**config.mk**
```make
export PLATFORM = sky130hd
export DESIGN_NAME = scalar_branch_unit
export DESIGN_NICKNAME = d
export VERILOG_FILES = /design/src/rtl/bru_pkg.sv /design/src/rtl/bru_lane_any.sv /design/src/rtl/bru_decode.sv /design/src/rtl/bru_target.sv /design/src/rtl/scalar_branch_unit.sv
export SDC_FILE = /design/constraint.sdc
export NUM_CORES = 1
export LEC_CHECK = 0
export BUFFER_PORTS_ARGS = -buffer_cell sky130_fd_sc_hd__clkbuf_2
export CAP_MARGIN = 20
export CORE_AREA = 2 2 162 164
export DETAILED_ROUTE_END_ITERATION = 16
export DIE_AREA = 0 0 164 166
export PLACE_DENSITY = 0.74
export SLEW_MARGIN = 10
export SYNTH_ARGS = -nofsm -noshare
export SYNTH_HDL_FRONTEND = slang
export SYNTH_SLANG_ARGS = --single-unit
export TNS_END_PERCENT = 1
```
**constraint.sdc**
```tcl
create_clock -name clk -period 1.1 [get_ports clk]
set_input_delay 0.22 -clock clk [delete_from_list [all_inputs] [get_ports clk]]
set_output_delay 0.22 -clock clk [all_outputs]
set_load 0.01 [all_outputs]
```
**src/rtl/bru_pkg.sv**
```systemverilog
package bru_pkg;

  localparam int unsigned OP_W = 4;

  typedef enum logic [OP_W-1:0] {
    BR_JUMP      = 4'd0,
    BR_SCC_CLR   = 4'd1,
    BR_SCC_SET   = 4'd2,
    BR_EXEC_NONE = 4'd3,
    BR_EXEC_ANY  = 4'd4,
    BR_VCC_NONE  = 4'd5,
    BR_VCC_ANY   = 4'd6,
    BR_LOAD_PC   = 4'd7,
    BR_SWAP_PC   = 4'd8
  } br_op_e;

  typedef struct packed {
    logic redirect;  // PC leaves the sequential path
    logic from_reg;  // target comes from the register pair
    logic link;      // return address is written back
  } br_ctl_t;

endpackage

```
**src/rtl/bru_lane_any.sv**
```systemverilog
module bru_lane_any #(
  parameter int unsigned LANES = 64,
  parameter int unsigned GRP   = 8
) (
  input  logic [LANES-1:0] mask,
  output logic             any
);
  localparam int unsigned NGRP = (LANES + GRP - 1) / GRP;

  logic [NGRP-1:0] grp_or;

  for (genvar g = 0; g < NGRP; g++) begin : g_grp
    localparam int unsigned LO = g * GRP;
    localparam int unsigned HI = (LO + GRP > LANES) ? (LANES - 1) : (LO + GRP - 1);
    assign grp_or[g] = |mask[HI:LO];
  end

  assign any = |grp_or;

endmodule

```
**src/rtl/bru_decode.sv**
```systemverilog
module bru_decode
  import bru_pkg::*;
(
  input  logic [OP_W-1:0] op,
  input  logic            scc,
  input  logic            exec_any,
  input  logic            vcc_any,
  output br_ctl_t         ctl
);
  always_comb begin
    ctl = '0;
    case (op)
      BR_JUMP:      ctl.redirect = 1'b1;
      BR_SCC_CLR:   ctl.redirect = ~scc;
      BR_SCC_SET:   ctl.redirect = scc;
      BR_EXEC_NONE: ctl.redirect = ~exec_any;
      BR_EXEC_ANY:  ctl.redirect = exec_any;
      BR_VCC_NONE:  ctl.redirect = ~vcc_any;
      BR_VCC_ANY:   ctl.redirect = vcc_any;
      BR_LOAD_PC: begin
        ctl.redirect = 1'b1;
        ctl.from_reg = 1'b1;
      end
      BR_SWAP_PC: begin
        ctl.redirect = 1'b1;
        ctl.from_reg = 1'b1;
        ctl.link     = 1'b1;
      end
      default:      ctl = '0;
    endcase
  end

endmodule

```
**src/rtl/bru_target.sv**
```systemverilog
module bru_target #(
  parameter int unsigned PC_W        = 64,
  parameter int unsigned IMM_W       = 16,
  parameter int unsigned INSTR_BYTES = 4
) (
  input  logic [PC_W-1:0]  pc,
  input  logic [IMM_W-1:0] imm,
  output logic [PC_W-1:0]  seq_pc,
  output logic [PC_W-1:0]  rel_pc
);
  localparam int unsigned SH    = $clog2(INSTR_BYTES);
  localparam int unsigned EXT_W = PC_W - IMM_W - SH;

  logic [PC_W-1:0] byte_ofs;

  assign byte_ofs = {{EXT_W{imm[IMM_W-1]}}, imm, {SH{1'b0}}};
  assign seq_pc   = pc + PC_W'(INSTR_BYTES);
  assign rel_pc   = seq_pc + byte_ofs;

endmodule

```
**src/rtl/scalar_branch_unit.sv**
```systemverilog
module scalar_branch_unit
  import bru_pkg::*;
#(
  parameter int unsigned PC_W        = 64,
  parameter int unsigned IMM_W       = 16,
  parameter int unsigned LANES       = 64,
  parameter int unsigned LANE_GRP    = 8,
  parameter int unsigned INSTR_BYTES = 4
) (
  input  logic              clk,
  input  logic              rst_n,
  input  logic              in_valid,
  input  logic [PC_W-1:0]   in_pc,
  input  logic [OP_W-1:0]   in_op,
  input  logic [IMM_W-1:0]  in_imm,
  input  logic              in_scc,
  input  logic [LANES-1:0]  in_exec,
  input  logic [LANES-1:0]  in_vcc,
  input  logic [PC_W-1:0]   in_sreg,
  output logic              out_valid,
  output logic [PC_W-1:0]   out_next_pc,
  output logic              out_taken,
  output logic              out_ret_we,
  output logic [PC_W-1:0]   out_ret_addr
);
  logic            exec_any, vcc_any;
  br_ctl_t         ctl;
  logic [PC_W-1:0] seq_pc, rel_pc, tgt_pc;

  bru_lane_any #(.LANES(LANES), .GRP(LANE_GRP)) u_exec_any (
    .mask (in_exec),
    .any  (exec_any)
  );

  bru_lane_any #(.LANES(LANES), .GRP(LANE_GRP)) u_vcc_any (
    .mask (in_vcc),
    .any  (vcc_any)
  );

  bru_decode u_dec (
    .op       (in_op),
    .scc      (in_scc),
    .exec_any (exec_any),
    .vcc_any  (vcc_any),
    .ctl      (ctl)
  );

  bru_target #(.PC_W(PC_W), .IMM_W(IMM_W), .INSTR_BYTES(INSTR_BYTES)) u_tgt (
    .pc     (in_pc),
    .imm    (in_imm),
    .seq_pc (seq_pc),
    .rel_pc (rel_pc)
  );

  always_comb begin
    if (ctl.from_reg)      tgt_pc = in_sreg;
    else if (ctl.redirect) tgt_pc = rel_pc;
    else                   tgt_pc = seq_pc;
  end

  // next-state
  logic            valid_d, taken_d, we_d;
  logic [PC_W-1:0] pc_d, ret_d;
  logic            data_en;

  assign data_en = in_valid;

  always_comb begin
    valid_d = in_valid;
    we_d    = in_valid & ctl.link;
    taken_d = out_taken;
    pc_d    = out_next_pc;
    ret_d   = out_ret_addr;
    if (data_en) begin
      taken_d = ctl.redirect;
      pc_d    = tgt_pc;
      ret_d   = seq_pc;
    end
  end

  // registers
  always_ff @(posedge clk or negedge rst_n) begin
    if (!rst_n) begin
      out_valid    <= 1'b0;
      out_taken    <= 1'b0;
      out_ret_we   <= 1'b0;
      out_next_pc  <= '0;
      out_ret_addr <= '0;
    end else begin
      out_valid    <= valid_d;
      out_taken    <= taken_d;
      out_ret_we   <= we_d;
      out_next_pc  <= pc_d;
      out_ret_addr <= ret_d;
    end
  end

  // assertions
  a_r2_valid_follows: assert property (@(posedge clk) disable iff (!rst_n)
    in_valid |=> out_valid);

  a_r12_idle_hold: assert property (@(posedge clk) disable iff (!rst_n)
    !in_valid |=> (!out_valid && !out_ret_we && $stable(out_next_pc) && $stable(out_taken)));

  a_r10_strobe_only_on_redirect: assert property (@(posedge clk) disable iff (!rst_n)
    out_ret_we |-> (out_valid && out_taken));

  a_r10_swap_result: assert property (@(posedge clk) disable iff (!rst_n)
    (in_valid && in_op == BR_SWAP_PC) |=>
      (out_ret_we && out_next_pc == $past(in_sreg) &&
       out_ret_addr == $past(in_pc) + PC_W'(INSTR_BYTES)));

  a_r9_load_no_strobe: assert property (@(posedge clk) disable iff (!rst_n)
    (in_valid && in_op == BR_LOAD_PC) |=> (!out_ret_we && out_next_pc == $past(in_sreg)));

  a_r5_exec_none_taken: assert property (@(posedge clk) disable iff (!rst_n)
    (in_valid && in_op == BR_EXEC_NONE && in_exec == '0) |=> out_taken);

  a_r7_fallthrough_seq: assert property (@(posedge clk) disable iff (!rst_n)
    in_valid |=> (out_taken || out_next_pc == $past(in_pc) + PC_W'(INSTR_BYTES)));

  a_r3_jump_taken: assert property (@(posedge clk) disable iff (!rst_n)
    (in_valid && in_op == BR_JUMP) |=> out_taken);

endmodule

```
==> results.toml <==
[pwr]
powerDensity_nw_per_um2 = 1070
ir_drop_v = 0.000869
static_power_due_to_leakage_nw = 9.65
power_mw = 21.1

[placed_design]
io_buffers = 410
gp_congestion = 1.04
dp_hpwl_microns = 45600

[layout]
drive_gt1_share_pct = 51.8
num-nets-final = 2710
layout-area-overhead-vs-synth_pct = 74.3
final_core_utilization_pct = 77.0

[routing]
drt.antenna.violating_nets = 0
drt_first_pass_iters = 5
routed_via_density = 5.76
wire_per_inst_microns = 21.9
num_vias = 15600
drc = 0
dr.first_iter.drc_count = 1339
routed_wl_microns = 59400

[worst_setup_path]
arrival_time_at_the_worst_endpoint_ps = 4110
cpLargestDelayFamily = "compound AO/OA/AOI/OAI gates"
crit_path_start_kind = "input pin"
timing.critical_path.buf_inv = 2
crit_slowest_cell = "sky130_fd_sc_hd__a2111o_1"
critical_path_cell_count = 19
end_kind = "flop"
timing.setup.critical_path_class = "in -> reg"
timing.critical_path.from = "in_pc[9]"
startpoint_of_the_worst_slack_reg_to_reg_timing_path = "out_next_pc[62]"
timing.critical_path.to = "out_next_pc[49]"
required_ps = 1420
ff2ff_path_depth = 4
reg2reg_setup_slack_ps = 40
r2r-end = "out_next_pc[62]"
path_max_fanout = 6
critical_path.max_stage_delay_ps = 380
worstPathCellList = "clkbuf_2, and4_4, and4_4, buf_6, nand3_4, nor2_4, and4_1, xor2_2, ha_4, a2111o_1, nor2_1, o21ai_2, a2111oi_4, a22o_1, a21oi_2, a21oi_2, xor2_1, o211a_1, o31ai_2"

[synthesis]
synth_area_sq_um = 11300
synthesis.yosys.warnings = 0
postSynth.asyncResetShare_pct = 100
post_synth_edffs = 0
post_synth_main_area_contributors = "sky130_fd_sc_hd__dfrtp_1, sky130_fd_sc_hd__nor2_1, sky130_fd_sc_hd__ha_1, sky130_fd_sc_hd__a21oi_1, sky130_fd_sc_hd__xnor2_1"
synthesis.nets = 1818
synth_area_per_cell_sq_um = 7.75
synth_seq_cells = 131
synthDistinctLibCells = 75
share_of_the_yosys_chip_area_belonging_to_registers_pct = 28.9
synth_top_cell_area_share_pct = 28.9
synth_top_area_cell = "sky130_fd_sc_hd__dfrtp_1"
gate_count_after_technology_mapping = 1461
synth_flop_cell = "sky130_fd_sc_hd__dfrtp_1"

[timing]
finalMaxSlewViolations = 0
rsz0062_at_grt = "true"
final-setup-viol-count = 249
post-route-period-util_pct = 345
timing.clock.skew_ps = 0
final_critical_path_setup_slack_ps = -2690
finalWorstPathRequiredPeriod_ps = 3790
achievable-frequency_mhz = 264
worst_tran_pin_value_ps = 504
hold_viol_final = 0
max-slew-margin-rel_pct = 66.1
setup_tns_ps = -172680

[grt]
gr-usage-met3_pct = 13.1
groute.usage.overall_pct = 41.4
grt_antenna_before_repair = 12
grt_first_pass_wirelength_microns = 85000
globalRouteMet1Util_pct = 49.9
grt_pass1_vias = 15400
grt_remaining_overflow = 0
grt_start_max_net_pins = 54
global_routing_s_busiest_layer = "met2"
grt_met2_use_pct = 65.6

[floorplanning]
start_util_pct = 44.2
std_cell_rows = 59
boundaryPins = 411
die_outline_area_sq_um = 27200
die_height_microns = 166
placeableCoreArea_sq_um = 25600
die_x_microns = 164

[cts]
ctsHtreeMaxLevel = 4
cts.root.buffer_cell = "sky130_fd_sc_hd__clkbuf_16"
tritoncts.num_buffers = 17
clock_tree_from_tritoncts = "built"
cts_buffer_depth = 2
worst_setup_hold_path_clk_slew_ps = 60
clk_latency_ps = 430
cts.sink_count = 131

[status]
violated_checks = "setup timing"
outcome = "finished, violations left"

[min_path]
holdCritPathClass = "in -> reg"

[flow_run]
drv.max_cap_violation_count = 0
==> cell usage after synthesis (all sizes together) (14+ instances only) <==
master / n
nor3: 23
ha: 76
o31ai: 15
nor2: 259
clkbuf: 54
o211ai: 17
o21ai: 83
buf: 23
nand3: 43
nand4: 48
xnor2: 71
nand2: 115
a21oi: 132
dfrtp: 131
a21o: 31
nor4: 42
inv: 62
xor2: 44
and3: 14
a211oi: 25
==> worst reg2reg max path: cells and delay by family, from the launching register on <==
family          cells  cell delay [ps]
simple gates        2              170
compound gates      2              320
flops               1              450
==> where the power goes <==
group          total [mW]  switching, mW  internal, mW
clock                5.87           2.55          3.32
combinational        9.36           4.92          4.44
sequential           5.90          0.443          5.45
total                21.1           7.92          13.2
==> layer usage <==
metal | wire length [microns] | share of wire, %
met5 | 79 | 0.13
met4 | 3480 | 5.9
met3 | 5810 | 9.8
met2 | 27400 | 46
met1 | 22600 | 38
==> cells in the final DEF (no fill, tap or decap), types with 7 or more instances in the layout <==
cell type / n
sky130_fd_sc_hd__o2bb2ai_1: 12
sky130_fd_sc_hd__a21oi_1: 96
sky130_fd_sc_hd__inv_1: 59
sky130_fd_sc_hd__mux2_2: 12
sky130_fd_sc_hd__a21oi_2: 34
sky130_fd_sc_hd__a211oi_2: 20
sky130_fd_sc_hd__o21ai_0: 50
sky130_fd_sc_hd__ha_1: 60
sky130_fd_sc_hd__nor2_1: 240
sky130_fd_sc_hd__and3_4: 7
sky130_fd_sc_hd__a21o_1: 31
sky130_fd_sc_hd__clkbuf_16: 17
sky130_fd_sc_hd__o21ai_1: 26
sky130_fd_sc_hd__xor2_1: 32
sky130_fd_sc_hd__xnor2_2: 27
sky130_fd_sc_hd__nor4_1: 34
sky130_fd_sc_hd__dfrtp_1: 127
sky130_fd_sc_hd__nor2_2: 15
sky130_fd_sc_hd__o31ai_1: 10
sky130_fd_sc_hd__ha_4: 12
sky130_fd_sc_hd__buf_2: 10
sky130_fd_sc_hd__clkbuf_2: 391
sky130_fd_sc_hd__buf_6: 20
sky130_fd_sc_hd__o21a_1: 7
sky130_fd_sc_hd__xnor2_1: 41
sky130_fd_sc_hd__o22ai_1: 9
sky130_fd_sc_hd__o211ai_1: 16
sky130_fd_sc_hd__diode_2: 9
sky130_fd_sc_hd__nor3_1: 9
sky130_fd_sc_hd__nand4_1: 48
sky130_fd_sc_hd__nor3_2: 11
sky130_fd_sc_hd__xor2_2: 12
sky130_fd_sc_hd__nand2_1: 110
sky130_fd_sc_hd__o221ai_1: 9
sky130_fd_sc_hd__o21bai_1: 7
sky130_fd_sc_hd__buf_4: 512
sky130_fd_sc_hd__nand3_1: 34
sky130_fd_sc_hd__buf_12: 14
==> registers in the layout, indices dropped and copies added (netlist names) <==
register and cells:
out_next_pc 64, out_ret_addr 64, out_ret_we 1, out_taken 1
out_valid 1
==> per-stage QoR <==
step	cell area, sq um	hold slack (ps)	instances	setup WS [ps]
CTS	19000	28.2	2684	-2570
global route	19700	38.0	2704	-2780
floorplan	11400	-75.6	1461	-2640
global placement	17600	97.3	2645	-3150
detailed placement	17600	99.4	2645	-3270
finish	19700	34.6	2708	-2690
==> cell families (layout without fill, tap and decap cells) <==
family / after synthesis / in the layout / synth area share (%)
AND/OR/NAND/NOR: 575 / 575 / 23.4
multiplexers: 15 / 15 / 1.47
adder cells (fa/ha/maj): 77 / 77 / 8.57
XOR/XNOR: 115 / 115 / 8.89
flip-flops: 131 / 131 / 28.9
other: 0 / 9 / 0
buffers and inverters: 139 / 1042 / 4.92
AO/OA/AOI/OAI: 409 / 409 / 23.8
==> what timing repair did <==
| item | in CTS | in global routing |
|---|---|---|
| gates resized for setup | 150 | 136 |
| endpoints found under the hold margin | 131 | 0 |
| hold buffers | 1 | 0 |
| pin swaps | 75 | 70 |
| setup buffers | 8 | 15 |
| setup endpoints to repair | 251 | 251 |
==> area by class of cell <==
| class | instances | area (sq um) |
|---|---|---|
| Multi-Input combinational cell | 1191 | 8820 |
| Timing Repair Buffer | 950 | 6390 |
| Fill cell | 1911 | 5880 |
| Sequential cell | 131 | 3280 |
| Clock buffer | 17 | 425 |
| Tap cell | 335 | 419 |
| Inverter | 62 | 233 |
| Clock inverter | 13 | 138 |
| Antenna cell | 9 | 22.5 |
==> worst min path at each step <==
stage	slack, ps	cells after the start	from	end
after floorplan	-80	0	rst_n	out_next_pc[0]
after global placement	100	1	rst_n	out_next_pc[12]
after detailed placement	100	1	rst_n	out_next_pc[9]
after CTS	30	3	in_sreg[31]	out_next_pc[31]
after global routing	40	2	in_pc[0]	out_ret_addr[0]
final	30	3	in_sreg[38]	out_next_pc[38]
(Power assumes the default switching activity.)
